File: config.mk
export PLATFORM = sky130hd
export DESIGN_NAME = period_match_timer
export DESIGN_NICKNAME = d
export VERILOG_FILES = /design/src/rtl/pmt_pkg.sv /design/src/rtl/pmt_prescaler.sv /design/src/rtl/pmt_period_core.sv /design/src/rtl/pmt_postscaler.sv /design/src/rtl/period_match_timer.sv
export SDC_FILE = /design/constraint.sdc
export NUM_CORES = 1
export LEC_CHECK = 0
export ABC_AREA = 1
export BUFFER_PORTS_ARGS = -buffer_cell sky130_fd_sc_hd__buf_2
export CORE_ASPECT_RATIO = 1.1
export CORE_UTILIZATION = 50
export CTS_BUF_LIST = sky130_fd_sc_hd__clkbuf_2 sky130_fd_sc_hd__clkbuf_4 sky130_fd_sc_hd__clkbuf_8
export CTS_CLUSTER_DIAMETER = 60
export DETAILED_ROUTE_END_ITERATION = 7
export GPL_TIMING_DRIVEN = 0
export PLACE_DENSITY = 0.74
export SLEW_MARGIN = 20
export SYNTH_ARGS = -nofsm -noshare
export SYNTH_HDL_FRONTEND = slang
export SYNTH_SLANG_ARGS = --single-unit
File: constraint.sdc
create_clock -name clk -period 2.48 [get_ports clk]
set_input_delay 0.62 -clock clk [delete_from_list [all_inputs] [get_ports clk]]
set_output_delay 0.62 -clock clk [all_outputs]
set_load 0.05 [all_outputs]
File: src/rtl/pmt_pkg.sv
package pmt_pkg;
  localparam int REG_W = 8;

  typedef enum logic [1:0] {
    A_COUNT  = 2'd0,
    A_PERIOD = 2'd1,
    A_CTRL   = 2'd2,
    A_STATUS = 2'd3
  } reg_sel_e;

  // control register bits 6:0; bit 7 reads as zero
  typedef struct packed {
    logic [3:0] post_sel;
    logic       run;
    logic [1:0] pre_sel;
  } ctrl_t;

  localparam int STAT_FLAG_BIT = 0;
  localparam int STAT_EN_BIT   = 1;
endpackage

File: src/rtl/pmt_prescaler.sv
module pmt_prescaler #(
  parameter int PRE_W = 4
) (
  input  logic       clk,
  input  logic       rst_n,
  input  logic       clr,
  input  logic       tick,
  input  logic       run,
  input  logic [1:0] sel,
  output logic       step
);
  localparam logic [PRE_W-1:0] TERM_MID = PRE_W'((1 << (PRE_W/2)) - 1);
  localparam logic [PRE_W-1:0] TERM_MAX = PRE_W'((1 << PRE_W) - 1);

  logic [PRE_W-1:0] pre_cnt;
  logic [PRE_W-1:0] term;

  always_comb begin
    case (sel)
      2'b00:   term = '0;
      2'b01:   term = TERM_MID;
      default: term = TERM_MAX;
    endcase
  end

  assign step = tick && run && !clr && (pre_cnt == term);

  always_ff @(posedge clk) begin
    if (!rst_n || clr)        pre_cnt <= '0;
    else if (tick && run)     pre_cnt <= (pre_cnt == term) ? '0 : pre_cnt + 1'b1;
  end

  AST_PRE_BOUND: assert property (@(posedge clk) disable iff (!rst_n)
    pre_cnt <= term);
endmodule

File: src/rtl/pmt_period_core.sv
module pmt_period_core #(
  parameter int W = 8
) (
  input  logic         clk,
  input  logic         rst_n,
  input  logic         step,
  input  logic         ld,
  input  logic [W-1:0] ld_val,
  input  logic [W-1:0] period,
  output logic [W-1:0] cnt,
  output logic         match_evt,
  output logic         match_q
);
  assign match_evt = step && (cnt == period);

  always_ff @(posedge clk) begin
    if (!rst_n)          cnt <= '0;
    else if (ld)         cnt <= ld_val;
    else if (match_evt)  cnt <= '0;
    else if (step)       cnt <= cnt + 1'b1;
  end

  always_ff @(posedge clk) begin
    if (!rst_n) match_q <= 1'b0;
    else        match_q <= match_evt && !ld;
  end

  AST_STEP_ADVANCE: assert property (@(posedge clk) disable iff (!rst_n)
    (step && !ld && cnt != period) |=> (cnt == $past(cnt) + 1'b1));
endmodule

File: src/rtl/pmt_postscaler.sv
module pmt_postscaler #(
  parameter int SEL_W = 4
) (
  input  logic             clk,
  input  logic             rst_n,
  input  logic             clr,
  input  logic             evt,
  input  logic [SEL_W-1:0] sel,
  output logic             fire
);
  logic [SEL_W-1:0] post_cnt;

  assign fire = evt && (post_cnt == sel);

  always_ff @(posedge clk) begin
    if (!rst_n || clr)  post_cnt <= '0;
    else if (evt)       post_cnt <= fire ? '0 : post_cnt + 1'b1;
  end

  AST_POST_BOUND: assert property (@(posedge clk) disable iff (!rst_n)
    post_cnt <= sel);
endmodule

File: src/rtl/period_match_timer.sv
module period_match_timer
  import pmt_pkg::*;
#(
  parameter int DATA_W = REG_W,
  parameter int PRE_W  = 4
) (
  input  logic              clk,
  input  logic              rst_n,
  input  logic              tick,
  input  logic              bus_wr,
  input  logic [1:0]        bus_addr,
  input  logic [DATA_W-1:0] bus_wdata,
  output logic [DATA_W-1:0] bus_rdata,
  output logic              match_pulse,
  output logic              irq
);
  localparam int CTRL_W = $bits(ctrl_t);

  reg_sel_e          sel;
  logic              wr_count, wr_period, wr_ctrl, wr_status, restart;
  logic [DATA_W-1:0] period_q, cnt;
  ctrl_t             ctrl_q;
  logic              flag_q, en_q, flag_clr;
  logic              step, match_evt, fire;

  assign sel       = reg_sel_e'(bus_addr);
  assign wr_count  = bus_wr && (sel == A_COUNT);
  assign wr_period = bus_wr && (sel == A_PERIOD);
  assign wr_ctrl   = bus_wr && (sel == A_CTRL);
  assign wr_status = bus_wr && (sel == A_STATUS);
  assign restart   = wr_count || wr_ctrl;
  assign flag_clr  = wr_status && !bus_wdata[STAT_FLAG_BIT];

  always_ff @(posedge clk) begin
    if (!rst_n) begin
      period_q <= '1;
      ctrl_q   <= '0;
      en_q     <= 1'b0;
    end else begin
      if (wr_period) period_q <= bus_wdata;
      if (wr_ctrl)   ctrl_q   <= ctrl_t'(bus_wdata[CTRL_W-1:0]);
      if (wr_status) en_q     <= bus_wdata[STAT_EN_BIT];
    end
  end

  always_ff @(posedge clk) begin
    if (!rst_n)        flag_q <= 1'b0;
    else if (fire)     flag_q <= 1'b1;
    else if (flag_clr) flag_q <= 1'b0;
  end

  pmt_prescaler #(.PRE_W(PRE_W)) u_pre (
    .clk(clk), .rst_n(rst_n), .clr(restart), .tick(tick),
    .run(ctrl_q.run), .sel(ctrl_q.pre_sel), .step(step)
  );

  pmt_period_core #(.W(DATA_W)) u_core (
    .clk(clk), .rst_n(rst_n), .step(step), .ld(wr_count),
    .ld_val(bus_wdata), .period(period_q), .cnt(cnt),
    .match_evt(match_evt), .match_q(match_pulse)
  );

  pmt_postscaler #(.SEL_W(4)) u_post (
    .clk(clk), .rst_n(rst_n), .clr(restart), .evt(match_evt),
    .sel(ctrl_q.post_sel), .fire(fire)
  );

  assign irq = flag_q && en_q;

  always_comb begin
    bus_rdata = '0;
    case (sel)
      A_COUNT:  bus_rdata = cnt;
      A_PERIOD: bus_rdata = period_q;
      A_CTRL:   bus_rdata[CTRL_W-1:0] = ctrl_q;
      A_STATUS: begin
        bus_rdata[STAT_FLAG_BIT] = flag_q;
        bus_rdata[STAT_EN_BIT]   = en_q;
      end
      default:  bus_rdata = '0;
    endcase
  end

  AST_WRAP_ZERO: assert property (@(posedge clk) disable iff (!rst_n)
    match_pulse |-> (cnt == '0));
  AST_FLAG_SOURCE: assert property (@(posedge clk) disable iff (!rst_n)
    $rose(flag_q) |-> $past(match_evt));
  AST_FLAG_HOLD: assert property (@(posedge clk) disable iff (!rst_n)
    (flag_q && !flag_clr) |=> flag_q);
  AST_OFF_HOLD: assert property (@(posedge clk) disable iff (!rst_n)
    (!ctrl_q.run && !wr_count) |=> ($stable(cnt) && !match_pulse));
endmodule

# After elaboration in Yosys (flattened, before gate mapping)
# Index checks and enable logic that the tools add are counted.
# word_totals
input_bits	14
wordCells	53
regBits	34
# op_classes
n_addsub	3
mux	11
eq_ne	7
reduce_logical	22
# op_table
op	count
8-bit 2-to-1 mux	3
5-bit one-hot mux with 3 select lines	1
1-bit logical AND	12
4-bit by 1-bit adder with 4-bit output (second input constant)	2
8-bit by 1-bit adder with 8-bit output (second input constant)	1
4-bit == test	2
8-bit == test	1
4-bit 2-to-1 mux	2
2-bit one-hot mux with 4 select lines	1
4-bit one-hot mux with 2 select lines	1
2-bit by 1-bit == test with 1-bit output (second input constant)	2
2-bit == test (second input constant)	2
1-bit logical NOT	4
2-bit logical NOT	2
3-bit nonzero test	1
1-bit logical OR	2
1-bit 2-to-1 mux	2
1-bit one-hot mux with 2 select lines	1
2-bit nonzero test	1

# Longest topological paths before layout
# Gate-level depths: netlist (run 1).
# depth
depth_word	9
ltp_mapped	10
ltp_nobuf	9

# Hierarchy
# From an unflattened synthesis (run 1), not the netlist that was laid out.
# unflattened
cells_unflattened	316
area_unflattened_um2	2031.9
# modules_own_cells
mod	cells_per_inst	seq_area_each_um2	area_each_um2	n_inst
period_match_timer	122	340.3	827.0	1
pmt_period_core	108	180.2	679.4	1
pmt_postscaler	47	80.1	276.5	1
pmt_prescaler	39	80.1	249.0	1

# Worst setup path after synthesis (run 1)
# No wires, ideal clock.
# synth_timing
path_kind	input -> output
startpoint	input bus_addr[1]
endpoint	output bus_rdata[1]
required_ns	1.860
slack_ns	-0.090
stages	3
t_arrival_ns	1.950
cell_sequence	nor2_2 inv_4 o21ai_0
# synth_between
elab_chain_cells	2
word_cells_on_any_way	5
# synth_lines
item	line_no	text
start: declaration	period_match_timer.sv:11	input logic [1:0] bus_addr,
2-bit == test, or another cell as far along	period_match_timer.sv:72	case (sel)
2-bit one-hot mux with 4 select lines *	period_match_timer.sv:72	
end: declaration	period_match_timer.sv:13	output logic [DATA_W-1:0] bus_rdata,
# Mark *: on every way between the ends. The rest lies on a longest branch, timed or not.

# Worst setup path after layout (run 1)
# Ends and elaborated chain as after synthesis.

==> results, run 1 <==
- The die covers 0.004560 mm².
- The endpoint arrival time on the critical path is 1.70 ns.
- The average vias per placed instance is 5.166.
- The count of nets left with antenna violations once routing finished came out at 0.
- The root buffer cell chosen for the clock tree is sky130_fd_sc_hd__clkbuf_8.
- The largest total area in the synthesized netlist belongs to sky130_fd_sc_hd__dfxtp_1.
- The synthesized netlist net count is 350.
- The peak fanout along the critical path is 8.
- In the global route stage, overall resource usage came out at 0.2674.
- For the pin with the worst max-slew slack, the measured transition is 0.5787 ns.
- The worst slew margin relative to its limit is 0.6142.
- The primary flip-flop cell chosen by synthesis mapping is sky130_fd_sc_hd__dfxtp_1.
- The first global-routing pass estimated 9321 µm of wire.
- For this configuration, the core starts out at a cell density of 0.5296.
- The placed wire-length estimate is 4085 µm.
- The maximum clock insertion buffer count is 2.
- Of the cells placed in the final design, the portion with a size suffix greater than 1 is 0.1456.
- The fraction of post-synthesis cell area in the top cell type by area is 0.3170.
- The number of instances in the synthesized netlist is 333.
- The die outline width is 64.48 µm.
- Clock latency on the worst-skew pair, taken at its later pin, is 0.29 ns.
- The setup skew after layout is 0.009283 ns.
- The worst hold path class is flop to flop.
- The number of antenna violations at the first check in global routing is 0.
- The kind of cell adding the most delay to the critical path is buffers and inverters.
- The worst setup path is captured at a primary output.
- Dividing the final minimum period by the clock period gives 0.9351.
- In the final timing run, aggregate negative setup slack is 0 ns.
- After clock tree synthesis, the clock-pin slew on the worst setup and hold paths is 0.07 ns.
- The post-synthesis register bit count is 34.
- The proportion of register bits with asynchronous set or reset after synthesis is 0.
- The number of distinct library cells after synthesis is 31.
- The most common cell in the synthesized netlist is sky130_fd_sc_hd__nand2_1.
- The final routed wire length divided by cell count is 13.41 µm.
- The netlist area before placement is 0.002147 mm².
- The run finished with clean final reports.
- The final layout contains routed wiring with a total length of 5577 µm.
- The clock sink count is 34.
- The buffer count from post-CTS setup fixing is 0.
- The number of failing setup endpoints in the final timing report is 0.
- Entering global routing, the biggest net connects 11 pins.
- The weighted congestion reported at the end of routability-driven placement is 0.8586.
- The core area is 0.004054 mm².
- In this run, post-CTS hold repair placed 0 buffers.
- The number of global-route vias before repair is 2025.
- The area added between synthesis and finish is 12.82%.
- The count of cells resized by post-cts repair is 0.
- The shortest clock period the worst path allows after layout is 2.319 ns.
- After synthesis, the cell types taking the most area are sky130_fd_sc_hd__dfxtp_1 (32%), sky130_fd_sc_hd__nand2_1 (20%), sky130_fd_sc_hd__inv_1 (7.9%).
- The endpoint required time on the critical path is 1.86 ns.
- Counting stages on the worst path, the most repeated cell is sky130_fd_sc_hd__buf_2.
- The share of the yosys chip area belonging to registers is 0.3170.
- The repair_antennas step left the layout with diodes totalling 0.
- The total power consumption of the routed design is 1.226 mW.
- The count of TritonRoute iterations in the first routing pass is 5.
- The total CTS buffers is 5.
- The floorplan has 24 rows.
- For this design, the slowest cell found on the critical path is sky130_fd_sc_hd__buf_2.
- Global routing finished with a remaining overflow of 0.
- Setup repair after global routing left no endpoint under its margin.
- The signal on the critical path passes through buf_2 -> inv_1 -> nor2_2 -> nand2_1 -> o21ai_0 -> a21oi_1 -> o21ai_1 -> buf_2.
- In this run the count of I/O pins placed on the die edge is 24.
- The highest achievable clock rate is 0.4312 GHz.
- The power per cell area is 506.3 mW/mm².
- The count of yosys warnings during synthesis is 0.
- Sorting the synthesized cells by how often they occur yields sky130_fd_sc_hd__nand2_1 (114), sky130_fd_sc_hd__inv_1 (45), sky130_fd_sc_hd__dfxtp_1 (34).
- The count of endpoints failing hold in the final timing report came to 0.
- The kind of critical path is input port to primary output.
- The first routing iteration left 152 violations.
- The buffers plus inverters on the worst setup path is 3.
- Across all layers, the routed design uses 2149 vias.
- The number of nets in the finished design is 380.
- The final max-slew violation count is 0.
- In the routed design, unresolved DRC markers number 0.
- The final non-filler cell total is 416.
- The worst-case IR drop observed on VDD is 0.0002679 V.
- Across all register-to-register paths, the minimum setup slack is 0.94 ns.
- The leakage power of the design is 1.169 nW.
- Port buffering added 23 buffers.
- Dividing the synthesized area by the synthesized cell count gives 6.448 µm².
- The tool flagged a number of max-cap violations equal to 0.
- The H-tree was split into 2 levels.
- Once placement completed, the tool counted placed cells totaling 408.
- The largest single stage delay on the critical path is 0.27 ns.
- In this run, synthesis inferred 0 flip-flops with an integrated enable.
- STA classifies the critical path startpoint as an input port.
- In this run the vertical extent of the chip is 70.73 µm.
- The CTS tree is done.
placed cells by master (no fill, tap or decap), drive strengths merged, types with 8 or more instances in the layout:
| cell type | count |
|---|---|
| a21oi | 23 |
| xor2 | 10 |
| nand3 | 22 |
| buf | 28 |
| clkbuf | 9 |
| o21ai | 9 |
| dfxtp | 34 |
| nor2 | 25 |
| nand4 | 11 |
| o211ai | 8 |
| inv | 52 |
| nand2 | 115 |
worst reg2reg max path, stage by stage, from the launching register on:
cell	delay, ns
sky130_fd_sc_hd__dfxtp_1	0.46
sky130_fd_sc_hd__inv_1	0.12
sky130_fd_sc_hd__nand2_1	0.09
sky130_fd_sc_hd__nand2_1	0.05
sky130_fd_sc_hd__nor2_1	0.16
sky130_fd_sc_hd__nand2_1	0.11
sky130_fd_sc_hd__nor2_4	0.17
sky130_fd_sc_hd__nand2_2	0.11
sky130_fd_sc_hd__nand2_1	0.07
sky130_fd_sc_hd__a21oi_1	0.06
metal layers:
| layer | GRT usage | routed length, µm | vias to the layer above |
|---|---|---|---|
| met1 | 0.3254 | 2433 | 957 |
| met3 | 0.03548 | 266 | 10 |
| met5 | 0 | 0 | - |
| li1 | - | - | 1125 |
| met4 | 0.1284 | 124 | 0 |
| met2 | 0.4608 | 2753 | 57 |
logic make-up (layout without fill, tap and decap cells):
kind of cell	Yosys count	in the layout	synth area share
xor+xnor	11	11	0.04487
flops	34	34	0.3170
simple gates	177	177	0.3701
compound gates	48	48	0.1329
buf+inv	60	91	0.1177
fa+ha+maj	3	3	0.01748
registers in the layout, indices dropped and copies added, names as in the netlist:
name             flops
ctrl_q               7
period_q             8
flag_q               1
u_core.cnt           8
u_core.match_q       1
en_q                 1
u_post.post_cnt      4
u_pre.pre_cnt        4
layout make-up:
type                    count  area (µm²)
well taps                  52       65.06
fillers                   408        1632
multi-input cells         239        1214
clock inverters             1       5.005
plain buffers               7       47.55
flip-flops and latches     34       680.7
inverters                  53       205.2
repair buffers             23       115.1
clock buffers               7       90.09
power breakdown:
part           internal [mW]  switching (mW)  leakage, nW
Clock                  0.235           0.209       0.0517
Combinational         0.0590           0.143        0.841
Sequential             0.563          0.0173        0.277
through the flow:
stage	hold WS [ns]	worst slack, ns	utilization	cell area (µm²)
finish	0.4705	0.1611	0.5975	2422
global route	0.5141	0.04369	0.5975	2422
CTS	0.4699	0.1608	0.5975	2422
detailed placement	0.4603	0.1608	0.5741	2327
global placement	0.4568	0.1934	0.5741	2327
floorplan	0.4384	0.1538	-	2147
worst paths after layout:
kind,startpoint,endpoint,cells after the start
setup / recovery,bus_addr[1],bus_rdata[1],8
hold / removal,en_q,en_q,2
setup reg to reg,u_core.cnt[0],u_post.post_cnt[2],9
hold reg to reg,en_q,en_q,2
(Power assumes the default switching activity.)
==> run 2: changes to the inputs <==
Settings changed: ABC_AREA 1 to not set.
==> run 2 against run 1 <==
Net effect:
- flip-flop and latch count unchanged
- wire length is 18% lower
- final cell count is 26% lower
- fmax shrank 1.7%
- hold slack better by 0.023 ns
- critical path type unchanged
- largest cell class unchanged
==> results, run 2 <==
- The average vias per placed instance is 5.725 (+11%).
- The endpoint required time on the critical path is 1.86 ns (about the same).
- The adder-cell share of the synthesized area came to 0.02008 (+0.002598).
- The antenna diode instance count came to 0 (unchanged).
- The maximum ir drop on the vdd rail is 0.0003531 V (+32%).
- The largest area contributor in the synthesized netlist is sky130_fd_sc_hd__dfxtp_1.
- The netlist area before placement came to 0.001869 mm² (-13%).
- The overflow left after global routing came to 0 (unchanged).
- The leakage power of the design is 0.8688 nW (-26%).
- The run finished with clean final reports.
- The category of the worst setup path launch point is an input port.
- The overall die area is 0.003988 mm² (-13%).
- The die outline width is 60.30 µm (-6.5%).
- The met3 demand-to-capacity share in global routing is 0.05284 (+0.01735).
- The number of instances in the synthesized netlist is 231 (-31%).
- The xor and xnor area share after synthesis was 0.09839 (+0.05352).
- The number of global-route vias before repair came to 1616 (-20%).
- The proportion of register bits with asynchronous set or reset after synthesis is 0 (unchanged).
- Leaving out fill and tap cells, the most frequent cell in the layout is sky130_fd_sc_hd__nand2_1.
- The I/O pin total was 24 (unchanged).
- The count of yosys warnings during synthesis was 0 (unchanged).
- The number of max-capacitance violations reported is 0 (unchanged).
- The count of TritonRoute iterations in the first routing pass was 4 (-1).
- The clock insertion delay at the later pin of the skew report is 0.34 ns (+0.05 ns).
- The fraction of post-synthesis cell area in the top cell type by area is 0.3641 (+0.04711).
- The number of antenna violations at the first check in global routing came to 0 (unchanged).
- The post-detailed-routing wire length is 4580 µm (-18%).
- The fraction of final layout cells with drive strength greater than 1 is 0.1839 (+0.03830).
- The total negative setup slack was 0 ns (unchanged).
- Ranked by instance count, the synthesized netlist is headed by sky130_fd_sc_hd__nand2_1 (45), sky130_fd_sc_hd__dfxtp_1 (34), sky130_fd_sc_hd__nand3_1 (23).
- The global-route wire length before repair was 7583 µm (-19%).
- The final max-slew violation count is 0 (unchanged).
- TritonCTS built the clock tree.
- The shortest clock period the worst path allows after layout is 2.359 ns (+0.04020 ns).
- The maximum clock insertion buffer count is 2 (unchanged).
- The violation count after the first detailed-routing iteration is 65 (-57%).
- The number of nets in the finished design is 277 (-27%).
- The largest registers in the layout are period_q (8), u_core.cnt (8), ctrl_q (7).
- The simple logic cell fraction of the synthesized area is 0.2858 (-0.08424).
- The number of inserted filler cells in the final layout came to 338 (-17%).
- The critical path launch point is bus_addr[0].
- The overall via count from detail_route is 1769 (-18%).
- The power per cell area is 545.6 mW/mm² (+7.8%).
- The worst register-to-register path begins at ctrl_q[1].
- Sorting the synthesized cells by area gives the leading types as sky130_fd_sc_hd__dfxtp_1 (36%), sky130_fd_sc_hd__nand2_1 (9.0%), sky130_fd_sc_hd__xor2_1 (7.5%).
- The synthesized area per cell came to 8.092 µm² (+26%).
- The total CTS buffers is 5 (unchanged).
- The clock edge transition at the registers on the reported setup and hold paths is 0.10 ns (+0.03 ns).
- The placed wire-length estimate is 3407 µm (-17%).
- The setup skew after layout is 0.01328 ns (+0.003996 ns).
- The number of failing setup endpoints in the final timing report is 0 (unchanged).
- The count of endpoints failing hold in the final timing report came to 0 (unchanged).
- The met2 track utilization from global routing is 0.4190 (-0.04186).
- The compound-gate portion of the synthesized area is 0.1499 (+0.01707).
- The final period utilization is 0.9513 (+0.01621).
- The clock root buffer is sky130_fd_sc_hd__clkbuf_4.
- The post-synthesis register bit count is 34 (unchanged).
- The total power consumption of the routed design is 1.176 mW (-4.1%).
- The worst hold path class is input port to flop.
- The number of instances in the placed design is 302 (-26%).
- The primary flip-flop cell chosen by synthesis mapping is sky130_fd_sc_hd__dfxtp_1.
- The final non-filler cell total is 309 (-26%).
- The peak fanout along the critical path is 13 (+5).
- The number of antenna-violating nets in the routed design came to 0 (unchanged).
- The synthesized netlist net count is 248 (-29%).
- The final cell utilization of the core is 0.6265 (+0.02901).
- After global routing, the most crowded layer is met2.
- Yosys instantiated no cell more often than sky130_fd_sc_hd__nand2_1.
- The effective utilization at floorplan is 0.5433 (+0.01364).
- In the layout the commonest cells are sky130_fd_sc_hd__nand2_1 (45), sky130_fd_sc_hd__dfxtp_1 (34), sky130_fd_sc_hd__nand3_1 (23), sky130_fd_sc_hd__buf_2 (23).
- The clock sink count is 34 (unchanged).
- The area added between synthesis and finish is 15.33%.
- The highest achievable clock rate is 0.4239 GHz (-1.7%).
- Setup repair after global routing left no endpoint under its margin.
- The endpoint identified for the worst register-to-register timing path is u_core.cnt[5].
- The critical path ends at bus_rdata[2].
- The floorplan die height is 66.13 µm (-6.5%).
- The number of levels in the clock H-tree is 2 (unchanged).
- The count of flip-flops with a built-in enable after synthesis is 0 (unchanged).
- The total of buffers placed on input and output ports came to 23 (unchanged).
- The flop-to-flop setup slack came to 0.27 ns (-0.67 ns).
- The worst-case reg-to-reg path depth is 5 (-4).
- The number of remaining DRC errors is 0 (unchanged).
- The kind of critical path is input port to primary output.
- The main combinational cell family by area after synthesis is simple AND/OR/NAND/NOR gates.
- The share of the yosys chip area belonging to registers was 0.3641 (+0.04711).
- The multiplexer fraction of the synthesized cell area is 0.06158 (+0.06158).
- The number of distinct library cells after synthesis is 34 (+9.7%).
- The met1 usage in global routing came to 0.3548 (+0.02943).
- The endpoint arrival time on the critical path is 1.74 ns (+0.04 ns).
- The final routed wire length divided by cell count is 14.82 µm (+11%).
- The weighted congestion reported at the end of routability-driven placement is 0.8119 (-5.4%).
- The buffer count from post-CTS setup fixing is 0 (unchanged).
- STA classifies the critical path endpoint as a primary output.
- The total routing usage reported by global routing was 0.2637 (-0.003737).
- The standard-cell row count is 22 (-8.3%).
- The measured slew at the worst slew-check pin came to 0.6390 ns (+0.06030 ns).
- The core area is 0.003441 mm² (-15%).
- The maximum number of pins on one net before global-route repair is 14 (+3).
- The worst slew margin relative to its limit is 0.5740 (-0.04020).
-- run 2: changes by cell type after synthesis, moves of 4 or more --
cell / before / now
sky130_fd_sc_hd__a21oi_1: 23 / 14
sky130_fd_sc_hd__xor2_1: 10 / 16
sky130_fd_sc_hd__o31ai_1: 0 / 14
sky130_fd_sc_hd__nand2_1: 114 / 45
sky130_fd_sc_hd__clkbuf_1: 2 / 7
sky130_fd_sc_hd__mux2i_1: 0 / 7
sky130_fd_sc_hd__inv_1: 45 / 2
sky130_fd_sc_hd__xnor2_1: 1 / 5
sky130_fd_sc_hd__o221ai_1: 5 / 0
sky130_fd_sc_hd__nand4_1: 11 / 5
sky130_fd_sc_hd__nor2b_1: 0 / 4
sky130_fd_sc_hd__inv_2: 5 / 0
sky130_fd_sc_hd__o211ai_1: 8 / 0
-- run 2: layout make-up --
type,count,area [µm²],area share
Clock inverter,1,30.03,0.01393
Buffer,7,28.78,0.01335
Tap cell,48,60.06,0.02786
Clock buffer,7,52.55,0.02438
Timing Repair Buffer,23,115.1,0.05339
Multi-Input combinational cell,187,1181,0.5479
Inverter,2,7.507,0.003482
Sequential cell,34,680.7,0.3157
-- run 2: worst min-delay path by stage --
stage | slack, ns | end | depth (start not counted) | startpoint
floorplan | 0.45 | ctrl_q[1] | 2 | ctrl_q[1]
global placement | 0.49 | period_q[5] | 2 | period_q[5]
detailed placement | 0.48 | ctrl_q[6] | 2 | ctrl_q[6]
CTS | 0.48 | u_core.cnt[7] | 3 | bus_wdata[7]
global route | 0.51 | u_core.cnt[7] | 3 | bus_wdata[7]
finish | 0.49 | u_core.cnt[7] | 3 | bus_wdata[7]
-- run 2: through the flow --
stage,hold WS (ns),setup slack [ns],instance area [µm²]
2_1_floorplan,0.4550,0.05178,1888
3_3_place_gp,0.4854,-0.3400,2063
3_5_place_dp,0.4836,-0.3492,2063
4_1_cts,0.4815,0.05445,2145
5_1_grt,0.5094,0.02557,2156
6_report,0.4934,0.1209,2156
-- run 2: timing repair --
action	in CTS	in global routing
pin swaps	0	0
gates resized for setup	2	2
hold buffers	0	0
endpoints found under the hold margin	0	0
setup endpoints to repair	7	11
-- run 2: worst max-delay path, cell delays in order --
cell and delay (ns):
sky130_fd_sc_hd__buf_2 0.21, sky130_fd_sc_hd__nor2b_2 0.20, sky130_fd_sc_hd__clkbuf_2 0.23, sky130_fd_sc_hd__nand2_1 0.12, sky130_fd_sc_hd__o21ai_2 0.07, sky130_fd_sc_hd__buf_2 0.27
-- run 2: logic make-up (layout without fill, tap and decap cells) --
| family | after synthesis | count (layout) |
|---|---|---|
| DFF | 34 | 34 |
| AOI/OAI and AO/OA | 42 | 42 |
| and+or+nand+nor | 112 | 112 |
| muxes | 9 | 9 |
| xor gates and xnor gates | 21 | 21 |
| buffers and inverters | 10 | 40 |
| adders and majority gates | 3 | 3 |
-- run 2: layer usage --
layer  up-vias  part of all wire
met1       826              0.44
met3         8             0.050
met5         -                 0
li1        881                 -
met2        54              0.49
met4         0             0.016
-- run 2: power breakdown --
group | switching (mW) | internal [mW] | total [mW]
combinational | 0.116 | 0.0566 | 0.173
sequential | 0.0182 | 0.562 | 0.580
clock | 0.188 | 0.236 | 0.424
total | 0.322 | 0.854 | 1.18
==> run 3: changes to the inputs <==
Settings changed: CELL_PAD_IN_SITES_DETAIL_PLACEMENT set to 2, CELL_PAD_IN_SITES_GLOBAL_PLACEMENT set to 2, CORE_UTILIZATION 50 to 38, PLACE_DENSITY 0.74 to 0.91.
==> run 3 against run 2 <==
Net effect:
- design area grew 3.5%
- via count grew 13%
- power grew 6.4%
- clock power grew 10%
- wire length grew 74%
- sequential power is essentially flat
- clock skew shrank 0.0062 ns
- clock-buffer cell count shrank 1
==> results, run 3 (synthesized netlist as in run 2, its figures left out) <==
- The total non-filler cell area in the finished layout is 0.002232 mm² (+3.5%).
- The violation count after the first detailed-routing iteration came to 83 (+28%).
- The highest achievable clock rate is 0.4152 GHz (-2.0%).
- The shortest clock period the worst path allows after layout is 2.408 ns (+0.04933 ns).
- The final routed wire length divided by cell count came to 24.80 µm (+67%).
- The final non-filler cell total is 321 (+3.9%).
- The maximum clock insertion buffer count came to 2 (unchanged).
- The flop-to-flop setup slack was 0.25 ns (-0.02 ns).
- The total negative setup slack is 0 ns (unchanged).
- The CTS tree is done.
- The number of nets in the finished design came to 281 (+1.4%).
- The category of the worst setup path launch point is an input port.
- Compared with the post-synthesis result, the final layout area differs by 19.41%.
- The number of instances in the placed design came to 310 (+2.6%).
- The number of antenna-violating nets in the routed design is 0 (unchanged).
- The number of remaining DRC errors is 0 (unchanged).
- The number of global-route vias before repair is 2135 (+32%).
- The fraction of final layout cells with drive strength greater than 1 was 0.1962 (+0.01232).
- The overflow left after global routing is 0 (unchanged).
- The die outline width was 68.87 µm (+14%).
- The clock edge transition at the registers on the reported setup and hold paths was 0.08 ns (-0.02 ns).
- The post-layout worst setup margin is 0.07153 ns (-0.04933 ns).
- The final cell utilization of the core was 0.4765 (-0.1500).
- The maximum number of pins on one net before global-route repair was 12 (-2).
- The measured slew at the worst slew-check pin is 0.7393 ns (+0.1003 ns).
- The weighted congestion reported at the end of routability-driven placement is 0.7535 (-7.2%).
- The count of TritonRoute iterations in the first routing pass is 4 (unchanged).
- The final period utilization is 0.9712 (+0.01989).
- The flow ran to the end, and the final reports show no timing, DRC or antenna violations.
- The total of buffers placed on input and output ports is 23 (unchanged).
- The number of inserted filler cells in the final layout is 520 (+54%).
- The I/O pin total is 24 (unchanged).
- The effective utilization at floorplan is 0.3990 (-0.1442).
- Leaving out fill and tap cells, the most frequent cells in the layout are sky130_fd_sc_hd__nand2_1 (45), sky130_fd_sc_hd__dfxtp_1 (34), sky130_fd_sc_hd__nand3_1 (23).
- The antenna diode instance count came to 0 (unchanged).
- The number of hold buffers added after cts is 0 (unchanged).
- The core area is 0.004684 mm² (+36%).
- The largest registers in the layout are period_q (8), u_core.cnt (8), ctrl_q (7).
- The worst hold path class is flop to flop.
- The worst slack at placement is -0.4960 ns (-0.1467 ns).
- The endpoint arrival time on the critical path is 1.79 ns (+0.05 ns).
- The clock sink count is 34 (unchanged).
- The power per cell area is 560.6 mW/mm² (+2.8%).
- The placed wire-length estimate is 5286 µm (+55%).
- The final max-slew violation count is 0 (unchanged).
- The total CTS buffers is 5 (unchanged).
- The peak fanout along the critical path is 10 (-3).
- The endpoint required time on the critical path was 1.86 ns (about the same).
- The worst-case reg-to-reg path depth was 6 (+1).
- The number of failing setup endpoints in the final timing report is 0 (unchanged).
- The worst slew margin relative to its limit was 0.5033 (-0.07064).
- Setup repair after global routing left no endpoint under its margin.
- The worst register-to-register path begins at u_core.cnt[2].
- The endpoint identified for the worst register-to-register timing path is u_core.cnt[3].
- The count of endpoints failing hold in the final timing report was 0 (unchanged).
- The overall die area is 0.005204 mm² (+30%).
- The standard-cell row count is 26 (+18%).
- The total routing usage reported by global routing came to 0.3196 (+0.05593).
- The setup skew after layout is 0.007065 ns (-0.006214 ns).
- The floorplan die height is 75.56 µm (+14%).
- The kind of critical path is input port to primary output.
- The worst setup path is captured at a primary output.
- The global-route wire length before repair came to 11460 µm (+51%).
- The clock root buffer is sky130_fd_sc_hd__clkbuf_8.
- The last element of the critical path is bus_rdata[2].
- The clock insertion delay at the later pin of the skew report was 0.30 ns (-0.04 ns).
- The number of max-capacitance violations reported is 0 (unchanged).
- The post-detailed-routing wire length came to 7960 µm (+74%).
- Tracing the worst setup path back leads to its startpoint at bus_addr[0].
- The leakage power of the design is 0.8977 nW (+3.3%).
- The area of placed instances came to 0.002073 mm² (+0.49%).
- The maximum ir drop on the vdd rail is 0.0004437 V (+26%).
- The average vias per placed instance is 6.224 (+8.7%).
- The library cell used most frequently in the layout, excluding fill and tap cells, is sky130_fd_sc_hd__nand2_1.
- The number of antenna violations at the first check in global routing is 0 (unchanged).
- The number of levels in the clock H-tree is 2 (unchanged).
- The overall via count from detail_route is 1998 (+13%).
## run 3: changes by cell type in the layout (fill, tap and decap cells not counted)
cell	previous run	this run
sky130_fd_sc_hd__clkinv_2	0	1
sky130_fd_sc_hd__bufinv_16	1	0
sky130_fd_sc_hd__clkbuf_4	7	2
sky130_fd_sc_hd__buf_2	23	18
sky130_fd_sc_hd__clkbuf_8	0	6
sky130_fd_sc_hd__clkinvlp_4	0	1
sky130_fd_sc_hd__clkbuf_2	2	1
sky130_fd_sc_hd__nor2b_2	1	0
sky130_fd_sc_hd__buf_6	0	1
sky130_fd_sc_hd__nor2b_4	0	1
sky130_fd_sc_hd__buf_4	0	7
## run 3: worst min-delay path by stage
stage | start | end | slack [ns] | cells past startpoint
6_report | ctrl_q[5] | ctrl_q[5] | 0.51 | 2
4_1_cts | period_q[4] | period_q[4] | 0.51 | 2
3_3_place_gp | ctrl_q[6] | ctrl_q[6] | 0.48 | 2
2_1_floorplan | ctrl_q[1] | ctrl_q[1] | 0.45 | 2
3_5_place_dp | period_q[4] | period_q[4] | 0.50 | 2
5_1_grt | ctrl_q[5] | ctrl_q[5] | 0.54 | 2
## run 3: metal layers
metal / up-vias / global-route usage / wire length [µm]
met1: 999 / 0.3355 / 3026
met5: - / 0 / 0
li1: 884 / - / -
met4: 0 / 0.1723 / 379
met2: 85 / 0.5847 / 4110
met3: 30 / 0.06886 / 443
## run 3: layout make-up
type	instances	area, µm²	share of cell area
timing repair buffer	26	153.9	0.06895
sequential	34	680.7	0.3049
clock buffer	6	82.58	0.03700
tap	56	70.07	0.03139
multi-input combinational	187	1186	0.5314
inverter	2	7.507	0.003363
clock inverter	2	12.51	0.005605
buffer	8	38.79	0.01738
## run 3: timing repair
item,4_1_cts,5_1_grt
pin swaps,0,1
gates resized for setup,10,4
buffers inserted,0,3
cloned,0,0
endpoints found under the setup margin,7,15
## run 3: power by group
group	switching, mW	internal, mW	leakage (nW)
registers	0.0217	0.562	0.276
clock network	0.243	0.224	0.0472
logic	0.137	0.0640	0.574
total	0.402	0.849	0.898
## run 3: worst max-delay path, stage by stage
cell                       delay (ns)
sky130_fd_sc_hd__buf_2           0.12
sky130_fd_sc_hd__clkbuf_4        0.23
sky130_fd_sc_hd__nor2b_4         0.18
sky130_fd_sc_hd__clkbuf_4        0.23
sky130_fd_sc_hd__nand2_1         0.12
sky130_fd_sc_hd__o21ai_2         0.10
sky130_fd_sc_hd__buf_6           0.18
## run 3: per-stage QoR
stage	hold WS, ns	power [mW]
6_report	0.5141	1.251
5_1_grt	0.5401	1.282
4_1_cts	0.5113	1.239
3_5_place_dp	0.5009	0.7793
3_3_place_gp	0.4789	0.7659
2_1_floorplan	0.4550	0.7121
